<file path="src/rtl/vidx_pkg.sv">
package vidx_pkg;

    typedef enum logic [1:0] {
        ST_IDLE  = 2'd0,
        ST_FETCH = 2'd1,
        ST_EMIT  = 2'd2
    } vidx_state_e;

    localparam int CODE_W = 3;
    localparam int BYTE_W = 8;
    localparam int LEN_W  = 4;
    localparam int WIN_W  = 2 * BYTE_W;
    localparam int CNT_W  = $clog2(WIN_W) + 1;

    function automatic logic [LEN_W-1:0] code_to_len(input logic [CODE_W-1:0] code);
        return {1'b0, code} + LEN_W'(1);
    endfunction

endpackage

</file>
<file path="src/rtl/vidx_code_table.sv">
module vidx_code_table
    import vidx_pkg::*;
#(
    parameter int ROWS = 4,
    localparam int ROW_W = (ROWS > 1) ? $clog2(ROWS) : 1
) (
    input  logic                     clk,
    input  logic                     rst_n,
    input  logic                     load_i,
    input  logic [ROWS*CODE_W-1:0]   codes_i,
    input  logic [ROW_W-1:0]         row_i,
    output logic [LEN_W-1:0]         cur_len_o,
    output logic [LEN_W-1:0]         nxt_len_o
);

    localparam logic [ROW_W-1:0] ROW_LAST = ROW_W'(ROWS - 1);

    logic [CODE_W-1:0] code_q [ROWS];
    logic [ROW_W-1:0]  nxt_row;

    for (genvar g = 0; g < ROWS; g++) begin : g_row
        always_ff @(posedge clk or negedge rst_n) begin
            if (!rst_n) begin
                code_q[g] <= '0;
            end else if (load_i) begin
                code_q[g] <= codes_i[g*CODE_W +: CODE_W];
            end
        end
    end

    always_comb begin
        nxt_row   = (row_i == ROW_LAST) ? row_i : row_i + ROW_W'(1);
        cur_len_o = code_to_len(code_q[row_i]);
        nxt_len_o = code_to_len(code_q[nxt_row]);
    end

    // every width handed to the datapath lies in 1..8
    assert_len_range_R3: assert property (@(posedge clk) disable iff (!rst_n)
        (cur_len_o >= LEN_W'(1)) && (cur_len_o <= LEN_W'(BYTE_W)));

endmodule

</file>
<file path="src/rtl/vidx_bit_window.sv">
module vidx_bit_window
    import vidx_pkg::*;
(
    input  logic              clk,
    input  logic              rst_n,
    input  logic              clr_i,
    input  logic              push_i,
    input  logic [BYTE_W-1:0] byte_i,
    input  logic              pop_i,
    input  logic [LEN_W-1:0]  len_i,
    output logic [BYTE_W-1:0] field_o,
    output logic [CNT_W-1:0]  cnt_o
);

    logic [WIN_W-1:0]  win_q;
    logic [CNT_W-1:0]  cnt_q;
    logic [WIN_W-1:0]  ins;
    logic [BYTE_W:0]   mask;

    always_comb begin
        ins     = {{(WIN_W-BYTE_W){1'b0}}, byte_i} << cnt_q[CNT_W-2:0];
        mask    = ((BYTE_W+1)'(1) << len_i) - (BYTE_W+1)'(1);
        field_o = win_q[BYTE_W-1:0] & mask[BYTE_W-1:0];
        cnt_o   = cnt_q;
    end

    always_ff @(posedge clk or negedge rst_n) begin
        if (!rst_n) begin
            win_q <= '0;
            cnt_q <= '0;
        end else if (clr_i) begin
            win_q <= '0;
            cnt_q <= '0;
        end else if (push_i) begin
            win_q <= win_q | ins;
            cnt_q <= cnt_q + CNT_W'(BYTE_W);
        end else if (pop_i) begin
            win_q <= win_q >> len_i;
            cnt_q <= cnt_q - {1'b0, len_i};
        end
    end

    // a byte is only taken while fewer than 8 bits are held
    assert_push_when_short_R9: assert property (@(posedge clk) disable iff (!rst_n)
        push_i |-> (cnt_q < CNT_W'(BYTE_W)));

    // an index is only cut when enough bits are held
    assert_pop_when_full_R9: assert property (@(posedge clk) disable iff (!rst_n)
        pop_i |-> (cnt_q >= {1'b0, len_i}));

    // window never overflows
    assert_no_overflow_R10: assert property (@(posedge clk) disable iff (!rst_n)
        cnt_q <= CNT_W'(WIN_W - 1));

    // fetch and emit never share a cycle
    assert_single_op_R9: assert property (@(posedge clk) disable iff (!rst_n)
        !(push_i && pop_i));

endmodule

</file>
<file path="src/rtl/vidx_position.sv">
module vidx_position #(
    parameter int ROWS = 4,
    parameter int COLS = 3,
    localparam int TOTAL  = ROWS * COLS,
    localparam int ROW_W  = (ROWS > 1) ? $clog2(ROWS) : 1,
    localparam int COL_W  = (COLS > 1) ? $clog2(COLS) : 1,
    localparam int ADDR_W = (TOTAL > 1) ? $clog2(TOTAL) : 1
) (
    input  logic              clk,
    input  logic              rst_n,
    input  logic              clr_i,
    input  logic              step_i,
    output logic [ROW_W-1:0]  row_o,
    output logic [ADDR_W-1:0] addr_o,
    output logic              row_end_o,
    output logic              last_o
);

    localparam logic [COL_W-1:0]  COL_LAST  = COL_W'(COLS - 1);
    localparam logic [ADDR_W-1:0] ADDR_LAST = ADDR_W'(TOTAL - 1);

    logic [COL_W-1:0]  col_q;
    logic [ROW_W-1:0]  row_q;
    logic [ADDR_W-1:0] addr_q;

    always_comb begin
        row_o     = row_q;
        addr_o    = addr_q;
        row_end_o = (col_q == COL_LAST);
        last_o    = (addr_q == ADDR_LAST);
    end

    always_ff @(posedge clk or negedge rst_n) begin
        if (!rst_n) begin
            col_q  <= '0;
            row_q  <= '0;
            addr_q <= '0;
        end else if (clr_i || (step_i && last_o)) begin
            col_q  <= '0;
            row_q  <= '0;
            addr_q <= '0;
        end else if (step_i) begin
            addr_q <= addr_q + ADDR_W'(1);
            if (row_end_o) begin
                col_q <= '0;
                row_q <= row_q + ROW_W'(1);
            end else begin
                col_q <= col_q + COL_W'(1);
            end
        end
    end

    // addresses advance by exactly one per emitted index
    assert_addr_seq_R7: assert property (@(posedge clk) disable iff (!rst_n)
        (step_i && !last_o && !clr_i) |=> (addr_o == $past(addr_o) + ADDR_W'(1)));

endmodule

</file>
<file path="src/rtl/vidx_decoder_top.sv">
module vidx_decoder_top
    import vidx_pkg::*;
#(
    parameter int ROWS = 4,
    parameter int COLS = 3,
    localparam int TOTAL  = ROWS * COLS,
    localparam int ROW_W  = (ROWS > 1) ? $clog2(ROWS) : 1,
    localparam int ADDR_W = (TOTAL > 1) ? $clog2(TOTAL) : 1
) (
    input  logic                    clk,
    input  logic                    rst_n,
    input  logic                    start_i,
    input  logic [ROWS*CODE_W-1:0]  codes_i,
    input  logic                    byte_valid_i,
    input  logic [BYTE_W-1:0]       byte_i,
    output logic                    byte_ready_o,
    output logic                    idx_valid_o,
    output logic [BYTE_W-1:0]       idx_o,
    output logic [ADDR_W-1:0]       idx_addr_o,
    output logic                    blk_done_o,
    output logic                    busy_o
);

    vidx_state_e state_q, state_d;

    logic              load, clr, push, pop;
    logic [ROW_W-1:0]  row;
    logic [ADDR_W-1:0] addr;
    logic              row_end, last;
    logic [LEN_W-1:0]  cur_len, nxt_len, next_len;
    logic [BYTE_W-1:0] field;
    logic [CNT_W-1:0]  cnt, rem;

    vidx_code_table #(.ROWS(ROWS)) u_codes (
        .clk       (clk),
        .rst_n     (rst_n),
        .load_i    (load),
        .codes_i   (codes_i),
        .row_i     (row),
        .cur_len_o (cur_len),
        .nxt_len_o (nxt_len)
    );

    vidx_bit_window u_window (
        .clk     (clk),
        .rst_n   (rst_n),
        .clr_i   (clr),
        .push_i  (push),
        .byte_i  (byte_i),
        .pop_i   (pop),
        .len_i   (cur_len),
        .field_o (field),
        .cnt_o   (cnt)
    );

    vidx_position #(.ROWS(ROWS), .COLS(COLS)) u_pos (
        .clk       (clk),
        .rst_n     (rst_n),
        .clr_i     (clr),
        .step_i    (pop),
        .row_o     (row),
        .addr_o    (addr),
        .row_end_o (row_end),
        .last_o    (last)
    );

    // state register
    always_ff @(posedge clk or negedge rst_n) begin
        if (!rst_n) begin
            state_q <= ST_IDLE;
        end else begin
            state_q <= state_d;
        end
    end

    // next state and datapath control
    always_comb begin
        state_d  = state_q;
        load     = 1'b0;
        clr      = 1'b0;
        push     = 1'b0;
        pop      = 1'b0;
        rem      = cnt - {1'b0, cur_len};
        next_len = row_end ? nxt_len : cur_len;
        unique case (state_q)
            ST_IDLE: begin
                if (start_i) begin
                    load    = 1'b1;
                    clr     = 1'b1;
                    state_d = ST_FETCH;
                end
            end
            ST_FETCH: begin
                if (byte_valid_i) begin
                    push    = 1'b1;
                    state_d = ST_EMIT;
                end
            end
            ST_EMIT: begin
                pop = 1'b1;
                if (last) begin
                    state_d = ST_IDLE;
                end else if (rem >= {1'b0, next_len}) begin
                    state_d = ST_EMIT;
                end else begin
                    state_d = ST_FETCH;
                end
            end
            default: state_d = ST_IDLE;
        endcase
    end

    // outputs
    assign byte_ready_o = (state_q == ST_FETCH);
    assign busy_o       = (state_q != ST_IDLE);

    always_ff @(posedge clk or negedge rst_n) begin
        if (!rst_n) begin
            idx_valid_o <= 1'b0;
            idx_o       <= '0;
            idx_addr_o  <= '0;
            blk_done_o  <= 1'b0;
        end else begin
            idx_valid_o <= pop;
            blk_done_o  <= pop && last;
            if (pop) begin
                idx_o      <= field;
                idx_addr_o <= addr;
            end
        end
    end

    // the cut field carries nothing above the current width
    assert_zero_pad_R5: assert property (@(posedge clk) disable iff (!rst_n)
        pop |-> ((field >> cur_len) == '0));

    // completion marks the final address
    assert_done_last_R8: assert property (@(posedge clk) disable iff (!rst_n)
        blk_done_o |-> (idx_valid_o && (idx_addr_o == ADDR_W'(TOTAL - 1))));

    // leaving busy only happens with completion
    assert_busy_end_R8: assert property (@(posedge clk) disable iff (!rst_n)
        $fell(busy_o) |-> blk_done_o);

    // a start while waiting for bytes does not end the block
    assert_start_ignored_R2: assert property (@(posedge clk) disable iff (!rst_n)
        (byte_ready_o && start_i) |=> busy_o);

endmodule

</file>
<file path="config.mk">
export PLATFORM = sky130hd
export DESIGN_NAME = vidx_decoder_top
export DESIGN_NICKNAME = d
export VERILOG_FILES = /design/src/rtl/vidx_pkg.sv /design/src/rtl/vidx_code_table.sv /design/src/rtl/vidx_bit_window.sv /design/src/rtl/vidx_position.sv /design/src/rtl/vidx_decoder_top.sv
export SDC_FILE = /design/constraint.sdc
export NUM_CORES = 1
export LEC_CHECK = 0
export BUFFER_PORTS_ARGS = -buffer_cell sky130_fd_sc_hd__buf_2
export CORE_MARGIN = 4
export CORE_UTILIZATION = 60
export DETAILED_ROUTE_END_ITERATION = 8
export PLACE_DENSITY_LB_ADDON = 0.05
export REMOVE_ABC_BUFFERS = 1
export SLEW_MARGIN = 10
export SYNTH_ARGS = -nofsm -noshare
export SYNTH_HDL_FRONTEND = slang
export SYNTH_HIERARCHICAL = 1
export SYNTH_SLANG_ARGS = --single-unit
</file>
<file path="constraint.sdc">
create_clock -name clk -period 8.3 [get_ports clk]
set_input_delay 0.83 -clock clk [delete_from_list [all_inputs] [get_ports clk]]
set_output_delay 0.83 -clock clk [all_outputs]
set_load 0.05 [all_outputs]
</file>
Yosys cells after proc, flatten, opt, wreduce, memory -nomap -nowiden
Cells that the tools add are included.
{ "word_totals": {"register_bits": 57, "in_bits": 24, "wordCells": 80} }
{ "classes": {"n_addsub": 8, "order_cmp": 3, "n_eq_ne": 7, "n_shift": 3, "muxes": 32, "bitwise_logic": 4, "reduce_logical": 9} }
{ "op_table": {"columns": ["op", "n"], "rows": [
  ["2-to-1 mux 16 bit", 3],
  ["2-to-1 mux 2 bit", 11],
  ["OR 16 bit", 1],
  ["left shift 8 x 4 -> 16 bit", 1],
  [">> shifter 16 x 4 -> 16 bit", 1],
  ["2-to-1 mux 5 bit", 3],
  ["binary-select mux 3 bit (select 2 bit)", 2],
  ["2-to-1 mux 3 bit", 4],
  ["2-to-1 mux 4 bit", 3],
  ["adder 3 x 1 -> 4 bit (second input constant)", 2],
  ["AND 8 bit", 1],
  ["left shift 1 x 4 -> 8 bit (first input constant)", 1],
  ["subtractor 8 x 2 -> 8 bit (second input constant)", 1],
  ["equality test 2 bit (second input constant)", 3],
  ["greater-or-equal comparator 3 bit (second input constant)", 2],
  ["NOT 2 -> 3 bit", 2],
  ["case mux 2 bit (3 select lines)", 1],
  ["nonzero test 2 bit", 3],
  ["adder 5 x 4 -> 5 bit (second input constant)", 1],
  ["greater-or-equal comparator 5 x 4 -> 1 bit", 1],
  ["2-to-1 mux 1 bit", 5],
  ["subtractor 5 x 4 -> 5 bit", 1],
  ["adder 2 x 1 -> 2 bit (second input constant)", 2],
  ["adder 4 x 1 -> 4 bit (second input constant)", 1],
  ["8 further kinds", 10]
]} }

Logic depth before layout (Yosys ltp)
{ "logic_depth": {"depth_word": 12, "depth_mapped": 13} }

Cells and area by module
Netlist, hierarchy kept.
{ "modules_own_cells": {"columns": ["mod", "instances", "cells_per_inst", "area_per_inst_um2"], "rows": [
  ["vidx_bit_window", 1, 269, 2317.2],
  ["vidx_decoder_top", 1, 73, 912.1],
  ["vidx_code_table", 1, 45, 659.4],
  ["vidx_position", 1, 48, 471.7]
]} }

Least setup slack after synthesis
OpenSTA, ideal clock, no wires.
{ "synth_timing": {"path_kind": "flip-flop to flip-flop", "from": "reg u_pos.row_q[0], in the netlist u_pos/row_o[0]", "to": "reg state_q[1]", "arrival_time_ps": 2848, "required_ps": 8171, "slack_ps": 5323, "stages_incl_launch_ff": 13, "path_buffers": 1, "synth_period_minus_slack_ps": 2977, "path_cell_list": "dfrtp_1 -> buf_6 -> mux4_2 -> ha_1 -> xor2_1 -> inv_1 -> ha_1 -> a21oi_1 -> xnor2_1 -> ha_1 -> o21ai_0 -> a21oi_1 -> o41a_1"} }
{ "synth_rtl": {"columns": ["item", "line_no", "text"], "rows": [
  ["from (decl)", "vidx_position.sv:23", "logic [ROW_W-1:0] row_q;"],
  ["from (signal assigned)", "vidx_position.sv:46", "row_q <= row_q + ROW_W'(1);"],
  ["NOT 2 -> 3 bit (implied by the code) (*)", "vidx_code_table.sv:33", "cur_len_o = code_to_len(code_q[row_i]);"],
  ["binary-select mux 3 bit (select 2 bit) (*)", "vidx_code_table.sv:33", null],
  ["2-to-1 mux 3 bit (implied by the code) (*) (2 in series)", "vidx_code_table.sv:33", null],
  ["adder 3 x 1 -> 4 bit (*)", "vidx_pkg.sv:16", "return {1'b0, code} + LEN_W'(1);"],
  ["net cur_len[2]", "vidx_decoder_top.sv:30", "logic [LEN_W-1:0] cur_len, nxt_len, next_len;"],
  ["subtractor 5 x 4 -> 5 bit / 2-to-1 mux 4 bit (equally long branches)", "vidx_decoder_top.sv:83, vidx_decoder_top.sv:84", null],
  ["greater-or-equal comparator 5 x 4 -> 1 bit (*)", "vidx_decoder_top.sv:103", "end else if (rem >= {1'b0, next_len}) begin"],
  ["2-to-1 mux 2 bit (*)", "vidx_decoder_top.sv:103", null],
  ["2-to-1 mux 2 bit (*)", "vidx_decoder_top.sv:101", "if (last) begin"],
  ["case mux 2 bit (3 select lines) (*)", "vidx_decoder_top.sv:85", "unique case (state_q)"],
  ["to (signal assigned)", "vidx_decoder_top.sv:72", "state_q <= state_d;"],
  ["to (decl)", "vidx_decoder_top.sv:24", "vidx_state_e state_q, state_d;"]
]} }
Mark *: on every way through the listed nets, which the timed path passes. The rest lies on a longest branch. The select of a mux whose other input is x is not followed.
A chain may end at the register's enable or synchronous reset.

Final worst setup path
Same ends and word-level chain as after synthesis.

==> summary.txt <==
Worst setup path
  • CP max stage delay: 1.06 ns
  • Crit Path Class: reg2reg
  • Buf/Inv on CP: 1
  • Internal reg-to-reg setup slack: 4.25 ns
  • Worst R2R Start: u_pos/row_o[0]
  • End of the worst register-to-register path: state_q[1]
  • Crit-path leading delay family: adder cells
  • CP dominant cell by count: ha_1
  • CP startpoint kind: flop
  • Slowest cell on crit path: ha_1
  • Cell Chain, Critical Path: mux4_2 -> ha_1 -> inv_1 -> ha_1 -> a21o_1 -> a21oi_1 -> xnor2_1 -> ha_1 -> o21ai_0 -> a21oi_1 -> o41a_1
  • CP endpoint kind: flop
  • R2R depth: 11
  • Required @ worst endpoint: 8.53 ns
  • Crit path max fanout: 27
  • Critical path arrival: 4.28 ns

Clocking
  • Clock root cell: clkbuf_8
  • Sink Count: 57
  • CTS HTree Levels: 3
  • Total CTS buffers: 9
  • CTS-repair resized insts: 0
  • Setup Fix Bufs, Post-CTS: 0
  • Hold buffers post-CTS: 0
  • CTS tree: done
  • Clock buffer depth: 2
  • Clock Pin Slew Worst Setup and Hold Paths: 0.07 ns
  • Worst skew pair latency: 0.35 ns

Floorplan
  • Die ar.: 8700 µm²
  • Die height: 93.3 µm
  • IO Count: 40
  • Cell row count: 30
  • Die span in x: 93.3 µm
  • Core ar.: 6940 µm²
  • Starting density of the core: 62.8%

Global route
  • GRT Total Usage: 25.9%
  • First-pass GRT wire length: 17900 µm
  • Initial antenna violation count: 0
  • Largest net degree at the start of global routing: 58
  • Vias in the first global route: 3552
  • Global route overflow: 0

Finish
  • Finished Cell Area: 4700 µm²
  • Register Area: 1430 µm²
  • Layout cells sized above 1: 24.5%
  • Layout area overhead: 7.83%
  • Multi-input logic area: 2660 µm²
  • Diode count: 0
  • Total Nets Final: 507
  • Fillers: 574

Logic synthesis
  • Cells after Synth: 435
  • Warnings, synthesis: 6
  • Syn_area_per_cell: 10.0 µm²
  • Cells taking the most area after synthesis: dfrtp_1 33%, mux2i_1 7.6%, mux2_2 7.5%, mux4_2 5.2%, ha_1 4.6%
  • Post-synth top flop: dfrtp_1
  • Seq/Total Area, Yosys: 32.7%
  • Unique masters post-synth: 75
  • Async SR Flop Fraction: 100%
  • Post-Syn Area: 4360 µm²
  • Synth area leader: dfrtp_1
  • Yosys reg bits: 57
  • Yosys top cell area share: 32.7%
  • Post-synth EDFFs: 0

Place
  • IO buf count: 39
  • Final RePlAce weighted congestion: 0.947
  • Post-DP HPWL: 7230 µm
  • Placed inst area: 4530 µm²

STA
  • Final hold vios: 0
  • Slew headroom: 24.6%
  • Worst slew pin tran: 1.13 ns
  • RSZ-0062 raised after global routing: false
  • Minimum clock period: 4.05 ns
  • Max Slew Vio Count: 0
  • Worst clock skew: 0.0179 ns
  • Achievable Freq: 247 MHz
  • Post-route setup TNS: 0 ns
  • Final setup fails: 0
  • Fin crit share: 48.9%

Route
  • Remaining DRCs: 0
  • Via Count: 3581
  • DR pass1 iterations: 5
  • Detail Route Antenna Nets: 0
  • 1st-iter DRT viols: 389
  • Via/cell ratio: 6.33
  • WL final: 10500 µm
  • Drt wl/cell: 18.5 µm

Worst hold path
  • End of the worst hold path: idx_o[5]
  • Hold WC Path Type: reg2reg
  • Hold Path Depth: 1
  • Min-delay src: idx_o[5]

Job
  • Maxcap violations: 0

Run status
  • Status: completed
## worst register-to-register path: stages (launching register included)
cell and delay (ns):
dfrtp_1 0.54, mux4_2 0.59, ha_1 1.06, inv_1 0.22
ha_1 0.36, a21o_1 0.15, a21oi_1 0.16, xnor2_1 0.14
ha_1 0.24, o21ai_0 0.07, a21oi_1 0.08, o41a_1 0.32
## how the worst max path moves through the flow
stage              startpoint           endpoint  cells past startpoint
2_1_floorplan         start_i  u_window/win_q[7]                      7
3_3_place_gp   u_pos/row_o[0]         state_q[1]                     11
3_5_place_dp   u_pos/row_o[0]         state_q[1]                     11
4_1_cts        u_pos/row_o[0]         state_q[1]                     11
5_1_grt        u_pos/row_o[0]         state_q[1]                     11
6_report       u_pos/row_o[0]         state_q[1]                     11
## synth_stat cells, types with 7 or more instances
| cell type | n |
|---|---|
| nor2b_1 | 12 |
| o21ai_0 | 18 |
| and2_1 | 7 |
| nor3_1 | 10 |
| nand2_1 | 24 |
| ha_1 | 16 |
| mux4_2 | 10 |
| mux2_2 | 29 |
| mux2_1 | 7 |
| a21oi_1 | 26 |
| nor2_1 | 43 |
| mux2i_1 | 33 |
| inv_1 | 20 |
| clkbuf_1 | 10 |
| dfrtp_1 | 57 |
## metal layers
metal  wire length (µm)  vias to the layer above  track usage (%)
met4                310                        0             9.04
met5                  0                        -                0
met2               4780                      170             40.9
li1                   -                     1653                -
met3                764                       34             5.71
met1               4610                     1724             35.2
## state kept, by name (all words and copies together) (netlist names)
signal          count
u_window/win_q     16
u_codes/code_q     12
idx_o               8
u_window/cnt_o      5
idx_addr_o          4
u_pos/addr_o        4
state_q             2
u_pos/col_q         2
u_pos/row_o         2
blk_done_o          1
idx_valid_o         1
## cells by family (layout without fill, tap and decap cells)
family                     Yosys count  count (layout)  synth area share, %
muxes                               84              84                 24.0
and+or+nand+nor                    121             121                 14.3
buffers and inverters               49              84                 6.40
xor gates and xnor gates             8               8                 1.61
AOI/OAI and AO/OA                   98              98                 15.4
adders and majority gates           18              18                 5.51
DFF                                 57              57                 32.7
## stage by stage
step | setup slack [ns] | utilization [%] | std cells | hold slack (ns)
floorplan | 4.63 | - | 410 | 0.456
global placement | 4.37 | 65.2 | 550 | 0.461
detailed placement | 4.25 | 65.2 | 550 | 0.469
CTS | 4.22 | 67.7 | 566 | 0.484
global route | 3.91 | 67.7 | 566 | 0.495
finish | 4.25 | 67.7 | 566 | 0.478
## final cells by class
class                      count  area share, %
multi-input combinational    329           56.5
timing repair buffer          44           4.95
inverter                      24           1.97
clock inverter                 5          0.665
tap                           96           2.55
clock buffer                  11           3.01
sequential                    57           30.3
## placed cells by master, fill, tap and decap left out, drive strengths merged, types with 4 or more instances in the layout
cell and n:
and2 8, clkbuf 11, a21o 5, o32ai 4, a221oi 6, mux2i 33, mux4 11, o21ai 20
ha 16, a21oi 26, a211oi 5, nand2 24, clkinv 6, xor2 5, nand3b 4, nor2 43
dfrtp 57, nor2b 13, buf 44, mux2 40, nor3 10, inv 22
Power is left out: the tool's default activity adds up to more than one toggle a clock period on the data nets, which glitch-free logic cannot reach.
